**config.mk**
```make
export PLATFORM = sky130hd
export DESIGN_NAME = gain_code_ctrl
export DESIGN_NICKNAME = d
export VERILOG_FILES = /design/src/rtl/gain_ctrl_pkg.sv /design/src/rtl/gain_ctrl_sync.sv /design/src/rtl/gain_ctrl_seq.sv /design/src/rtl/gain_ctrl_dp.sv /design/src/rtl/gain_code_ctrl.sv
export SDC_FILE = /design/constraint.sdc
export NUM_CORES = 1
export LEC_CHECK = 0
export BUFFER_PORTS_ARGS = -buffer_cell sky130_fd_sc_hd__buf_2
export CAP_MARGIN = 20
export CORE_ASPECT_RATIO = 0.7
export CORE_UTILIZATION = 40
export CTS_BUF_LIST = sky130_fd_sc_hd__clkbuf_16
export DETAILED_ROUTE_END_ITERATION = 7
export GPL_ROUTABILITY_DRIVEN = 0
export PLACE_DENSITY = 0.65
export SLEW_MARGIN = 15
export SYNTH_ARGS = -nofsm -noshare
export SYNTH_HDL_FRONTEND = slang
export SYNTH_SLANG_ARGS = --single-unit
```
**constraint.sdc**
```tcl
create_clock -name clk -period 2.8 [get_ports clk]
set_input_delay 0.28 -clock clk [delete_from_list [all_inputs] [get_ports clk]]
set_output_delay 0.28 -clock clk [all_outputs]
set_load 0.03 [all_outputs]
```
**src/rtl/gain_ctrl_pkg.sv**
```systemverilog
package gain_ctrl_pkg;
  // Role of the bus pins in serial mode (decoded by the control unit).
  localparam int PIN_SEL  = 0;
  localparam int PIN_SDAT = 1;
  localparam int PIN_SCLK = 2;

  // Strobes from the control unit to the datapath.
  typedef struct packed {
    logic useSerial;
    logic loadA;
    logic loadB;
    logic shiftEn;
    logic shiftBit;
    logic commit;
    logic isDisabled;
  } gainStrobe_t;
endpackage

```
**src/rtl/gain_ctrl_sync.sv**
```systemverilog
module gain_ctrl_sync #(
  parameter int WIDTH  = 1,
  parameter int STAGES = 2
) (
  input  logic             clk,
  input  logic             rstN,
  input  logic [WIDTH-1:0] din,
  output logic [WIDTH-1:0] dout
);
  logic [WIDTH-1:0] stage [STAGES];

  for (genvar i = 0; i < STAGES; i++) begin : g_stage
    if (i == 0) begin : g_first
      always_ff @(posedge clk) begin
        if (!rstN) stage[0] <= '0;
        else       stage[0] <= din;
      end
    end else begin : g_next
      always_ff @(posedge clk) begin
        if (!rstN) stage[i] <= '0;
        else       stage[i] <= stage[i-1];
      end
    end
  end

  assign dout = stage[STAGES-1];
endmodule

```
**src/rtl/gain_ctrl_seq.sv**
```systemverilog
module gain_ctrl_seq
  import gain_ctrl_pkg::*;
#(
  parameter int CODE_W      = 6,
  parameter int SYNC_STAGES = 2
) (
  input  logic              clk,
  input  logic              rstN,
  input  logic              serialMode,
  input  logic              chipEnable,
  input  logic [CODE_W-1:0] bitBus,
  input  logic              loadStrobeA,
  input  logic              loadStrobeB,
  output gainStrobe_t       strobe,
  output logic [CODE_W-1:0] busData
);
  localparam int FRAME_BITS = 2 * CODE_W;
  localparam int CNT_W      = $clog2(FRAME_BITS + 2);
  localparam int SYNC_W     = CODE_W + 4;
  localparam logic [CNT_W-1:0] FRAME_CNT = CNT_W'(FRAME_BITS);
  localparam logic [CNT_W-1:0] CNT_SAT   = CNT_W'(FRAME_BITS + 1);

  logic [SYNC_W-1:0] rawIn, syncIn;
  logic modeS, enS, strAS, strBS, selS, sdatS, sclkS;
  logic strAPrev, strBPrev, selPrev, sclkPrev;
  logic aRise, bRise, selRise, selFall, sclkRise;
  logic [CNT_W-1:0] bitCount;

  assign rawIn = {chipEnable, serialMode, loadStrobeB, loadStrobeA, bitBus};

  gain_ctrl_sync #(.WIDTH(SYNC_W), .STAGES(SYNC_STAGES)) u_sync (
    .clk(clk), .rstN(rstN), .din(rawIn), .dout(syncIn)
  );

  assign busData = syncIn[CODE_W-1:0];
  assign strAS   = syncIn[CODE_W];
  assign strBS   = syncIn[CODE_W+1];
  assign modeS   = syncIn[CODE_W+2];
  assign enS     = syncIn[CODE_W+3];
  assign selS    = busData[PIN_SEL];
  assign sdatS   = busData[PIN_SDAT];
  assign sclkS   = busData[PIN_SCLK];

  always_ff @(posedge clk) begin
    if (!rstN) begin
      strAPrev <= 1'b0;
      strBPrev <= 1'b0;
      selPrev  <= 1'b0;
      sclkPrev <= 1'b0;
    end else begin
      strAPrev <= strAS;
      strBPrev <= strBS;
      selPrev  <= selS;
      sclkPrev <= sclkS;
    end
  end

  assign aRise    = strAS & ~strAPrev;
  assign bRise    = strBS & ~strBPrev;
  assign selRise  = selS  & ~selPrev;
  assign selFall  = ~selS & selPrev;
  assign sclkRise = sclkS & ~sclkPrev;

  // Bit counter for the current frame; saturates one past a full frame.
  always_ff @(posedge clk) begin
    if (!rstN) begin
      bitCount <= '0;
    end else if (!modeS || selRise || selFall) begin
      bitCount <= '0;
    end else if (strobe.shiftEn && bitCount != CNT_SAT) begin
      bitCount <= bitCount + 1'b1;
    end
  end

  always_comb begin
    strobe            = '0;
    strobe.useSerial  = modeS;
    strobe.loadA      = ~modeS & aRise;
    strobe.loadB      = ~modeS & bRise;
    strobe.shiftEn    = modeS & selS & sclkRise;
    strobe.shiftBit   = sdatS;
    strobe.commit     = modeS & selFall & (bitCount == FRAME_CNT);
    strobe.isDisabled = ~enS;
  end
endmodule

```
**src/rtl/gain_ctrl_dp.sv**
```systemverilog
module gain_ctrl_dp
  import gain_ctrl_pkg::*;
#(
  parameter int CODE_W = 6
) (
  input  logic              clk,
  input  logic              rstN,
  input  gainStrobe_t       strobe,
  input  logic [CODE_W-1:0] busData,
  output logic [CODE_W-1:0] gainA,
  output logic [CODE_W-1:0] gainB,
  output logic              disabled
);
  localparam int NUM_CH     = 2;
  localparam int FRAME_BITS = NUM_CH * CODE_W;

  logic [FRAME_BITS-1:0] shiftReg;
  logic [CODE_W-1:0]     codeReg [NUM_CH];
  logic [NUM_CH-1:0]     loadVec;

  assign loadVec = {strobe.loadB, strobe.loadA};

  // LSB-first shift: the oldest bit ends up at position 0.
  always_ff @(posedge clk) begin
    if (!rstN)               shiftReg <= '0;
    else if (strobe.shiftEn) shiftReg <= {strobe.shiftBit, shiftReg[FRAME_BITS-1:1]};
  end

  for (genvar ch = 0; ch < NUM_CH; ch++) begin : g_chan
    always_ff @(posedge clk) begin
      if (!rstN)              codeReg[ch] <= '0;
      else if (strobe.commit) codeReg[ch] <= shiftReg[ch*CODE_W +: CODE_W];
      else if (loadVec[ch])   codeReg[ch] <= busData;
    end
  end

  always_ff @(posedge clk) begin
    if (!rstN) disabled <= 1'b1;
    else       disabled <= strobe.isDisabled;
  end

  assign gainA = codeReg[0];
  assign gainB = codeReg[1];
endmodule

```
**src/rtl/gain_code_ctrl.sv**
```systemverilog
module gain_code_ctrl
  import gain_ctrl_pkg::*;
#(
  parameter int CODE_W      = 6,
  parameter int SYNC_STAGES = 2
) (
  input  logic              clk,
  input  logic              rstN,
  input  logic              serialMode,
  input  logic              chipEnable,
  input  logic [CODE_W-1:0] bitBus,
  input  logic              loadStrobeA,
  input  logic              loadStrobeB,
  output logic [CODE_W-1:0] gainA,
  output logic [CODE_W-1:0] gainB,
  output logic              disabled
);
  gainStrobe_t       strobe;
  logic [CODE_W-1:0] busData;

  gain_ctrl_seq #(.CODE_W(CODE_W), .SYNC_STAGES(SYNC_STAGES)) u_seq (
    .clk(clk), .rstN(rstN), .serialMode(serialMode), .chipEnable(chipEnable),
    .bitBus(bitBus), .loadStrobeA(loadStrobeA), .loadStrobeB(loadStrobeB),
    .strobe(strobe), .busData(busData)
  );

  gain_ctrl_dp #(.CODE_W(CODE_W)) u_dp (
    .clk(clk), .rstN(rstN), .strobe(strobe), .busData(busData),
    .gainA(gainA), .gainB(gainB), .disabled(disabled)
  );
endmodule

```
==> results.tsv <==
stage	metric	value	unit
detailed_routing	drtAntennaViolNets	0	
clock_tree	clkTransAtPathRegs	0.07	ns
sta	period_minus_slack	1.64	ns
power_and_ir_drop	ir_drop	0.304	mV
power_and_ir_drop	comb_power_share	3.9	%
cells_and_area	antenna_cells	0	
logic_synthesis	syn_area	1890	µm²
power_and_ir_drop	swShare	20.1	%
global_route	antenna_found_initial	0	
worst_hold_path	min-delay-start	bitBus[0]	
logic_synthesis	yosys_warnings	0	
cells_and_area	area_growth	15.9	%
detailed_routing	vias	1242	
clock_tree	cts_buffers	5	
detailed_routing	routedWlPerCell	13.5	µm
worst_setup_path	worstPathArrival	1.61	ns
worst_setup_path	crit_start	u_seq.u_sync.stage[1][8]$_SDFF_PN0_	
detailed_routing	first_pass_iters	6	
worst_setup_path	crit_type	flop to flop	
sta	worst_slew_pin_slew	0.634	ns
worst_setup_path	cp-start-kind	flop	
floorplan	core	4430	µm²
placement	dpl.hpwl	2330	µm
detailed_routing	drc	6	
detailed_routing	dr.first_iter.drc_count	80	
floorplan	ios	25	
clock_tree	clk_path_buf_depth	2	
clock_tree	clk-insertion-delay-late	0.29	ns
sta	finalMaxSlewViolations	0	
status	violations	design-rule violations	
logic_synthesis	synth_area_per_cell	11.1	µm²
clock_tree	clockRootBuffer	clkbuf_16	
logic_synthesis	synth_nets	185	
global_route	grt-ovfl-total	0	
global_route	grt_max_degree	31	
clock_tree	ctsHtreeMaxLevel	2	
detailed_routing	via_per_inst	5.01	
power_and_ir_drop	seqPwrFrac	52.2	%
placement	io_buffers	24	
power_and_ir_drop	p_leak	0.000882	µW
clock_tree	numClockSinks	53	
worst_setup_path	crit_chain	nor3_1, nand3b_1	
cells_and_area	ff_latch_area	1180	µm²
clock_tree	cts_hold_buffers	0	
worst_setup_path	cp-end-kind	flop	
cells_and_area	drive_gt1_share	18.1	%
global_route	grt_pass1_vias	1183	
logic_synthesis	yosys_register_bits	53	
clock_tree	post_cts_resized	0	
cells_and_area	multi_input_area	629	µm²
logic_synthesis	syn_inst	170	
logic_synthesis	synth_seq_area_share	62.4	%
sta	final.setup.tns	0	ns
job	maxCapViolations	0	
floorplan	rows	20	
power_and_ir_drop	cellPowerDensity	713	nW/µm²
detailed_routing	wirelength	3360	µm
cells_and_area	nFillCells	405	
worst_setup_path	rr_startpoint	u_seq.u_sync.stage[1][8]$_SDFF_PN0_	
worst_setup_path	cp_data_required_time	2.77	ns
sta	hold_viol	0	
worst_setup_path	worstPathMaxFanout	7	
floorplan	fp.dieH	59.5	µm
worst_hold_path	hp-class	input pin to flop	
clock_tree	cts_setup_buffers	0	
cells_and_area	nets	207	
sta	fin_skew	0.00317	ns
clock_tree	cts_tree	yes	
worst_setup_path	slowest_delay	0.57	ns
logic_synthesis	synth_cell_types	23	
sta	max-slew-margin-rel	57.4	%
power_and_ir_drop	total_power	1560	µW
floorplan	start_util	42.7	%
power_and_ir_drop	p_sw	314	µW
power_and_ir_drop	internal-power	1250	µW
sta	setup_viol	0	
power_and_ir_drop	clock_power_share	43.9	%
global_route	grt.total_usage	15.1	%
global_route	grt_pass1_wl	5720	µm
cells_and_area	final_cell_area	2190	µm²
floorplan	die_area	5010	µm²
sta	fmax	611	MHz
worst_setup_path	crit_slowest_cell	nor3_1	
status	status	finished, violations left	
placement	postPlaceCellArea	2020	µm²
floorplan	die_w	84.2	µm
sta	finalCritPeriodShare	58.5	%
sta	rsz0062_at_grt	false	
power groups by stage:
stage          clock, µW  sequential, µW  combinational, µW
5_1_grt              732             818               66.3
3_3_place_gp           0             832               59.4
6_report             686             815               61.1
4_1_cts              701             816               61.7
2_1_floorplan          0             848               25.3
3_5_place_dp           0             833               61.4
routing by layer:
layer  vias to the layer above  share of wire, %  GRT usage, %
li1                        628                 -             -
met1                       578                47          19.9
met2                        31                47          24.7
met3                         5               5.4          3.48
met4                         0               1.1          5.91
met5                         -                 0             0
sequential cells by signal, summed over array words and instances, names as in the netlist:
| signal | count |
|---|---|
| u_seq.selPrev | 1 |
| u_dp.shiftReg | 12 |
| u_dp.codeReg | 12 |
| u_seq.strAPrev | 1 |
| u_dp.disabled | 1 |
| u_seq.bitCount | 4 |
| u_seq.sclkPrev | 1 |
| u_seq.strBPrev | 1 |
| u_seq.u_sync.stage | 20 |
area by class of cell:
class	count	share of cell area [%]
sequential	53	53.9
multi-input combinational	102	28.7
clock buffer	5	5.70
timing repair buffer	24	5.48
tap	55	3.14
clock inverter	3	2.11
inverter	6	1.03
synth_stat cells, drive strengths merged:
| master | instances | area share [%] |
|---|---|---|
| a21oi | 16 | 4.2 |
| or3 | 2 | 0.66 |
| and4 | 1 | 0.60 |
| ha | 3 | 2.0 |
| nand3 | 6 | 1.6 |
| clkbuf | 4 | 0.79 |
| nand2 | 27 | 5.4 |
| buf | 5 | 2.3 |
| inv | 6 | 1.2 |
| a22o | 12 | 5.6 |
| edfxtp | 12 | 19 |
| xnor2 | 1 | 0.46 |
| o21ai | 2 | 0.53 |
| and4b | 2 | 1.1 |
| nand4b | 1 | 1.3 |
| dfxtp | 41 | 43 |
| and2 | 22 | 7.3 |
| and3 | 1 | 0.33 |
| o31ai | 2 | 0.79 |
| nor3 | 2 | 0.79 |
| nand3b | 2 | 0.79 |
worst max-delay path, delay by kind of cell, from the launching register on:
family           cells  cell delay [ns]
DFF                  1             0.41
and+or+nand+nor      2             0.90
logic make-up (layout without fill, tap and decap cells):
group,after synthesis,after routing,synth area share [%]
XOR/XNOR,1,1,0.463
adder cells (fa/ha/maj),3,3,1.98
buffers and inverters,15,38,4.30
AO/OA/AOI/OAI,32,32,11.1
flip-flops,53,53,62.4
AND/OR/NAND/NOR,66,66,19.7
stage by stage:
step	cells	util [%]	hold WS, ns	setup slack [ns]
2_1_floorplan	170	-	0.352	1.37
3_3_place_gp	240	45.6	0.353	0.966
3_5_place_dp	240	45.6	0.364	0.859
4_1_cts	248	49.5	0.191	1.13
5_1_grt	248	49.5	0.195	0.966
6_report	248	49.5	0.195	1.16
cell usage in the layout, fill, tap and decap left out:
cell	count
a22o_1	12
nor3_2	1
edfxtp_1	12
buf_2	24
clkbuf_16	5
bufinv_16	1
dfxtp_1	41
and4_4	1
a21oi_1	16
ha_1	3
clkinv_4	1
and4b_1	2
nand4b_4	1
nand2_1	27
inv_1	6
o21ai_1	2
clkinvlp_4	1
and3_1	1
nand3_1	6
o31ai_1	2
nor3_1	1
and2_1	22
xnor2_1	1
or3_1	2
nand3b_1	2
path summary, 6_finish.rpt:
path                                    endpoint  slack (ns)  cells past startpoint
min          u_seq.u_sync.stage[0][0]$_SDFF_PN0_        0.19                      2
min reg2reg             u_dp.disabled$_SDFF_PN1_        0.38                      1
max reg2reg         u_dp.codeReg[0][0]$_DFFE_PP_        1.16                      2
max                 u_dp.codeReg[0][0]$_DFFE_PP_        1.16                      2
No activity file was read; power rests on OpenSTA's default activity.
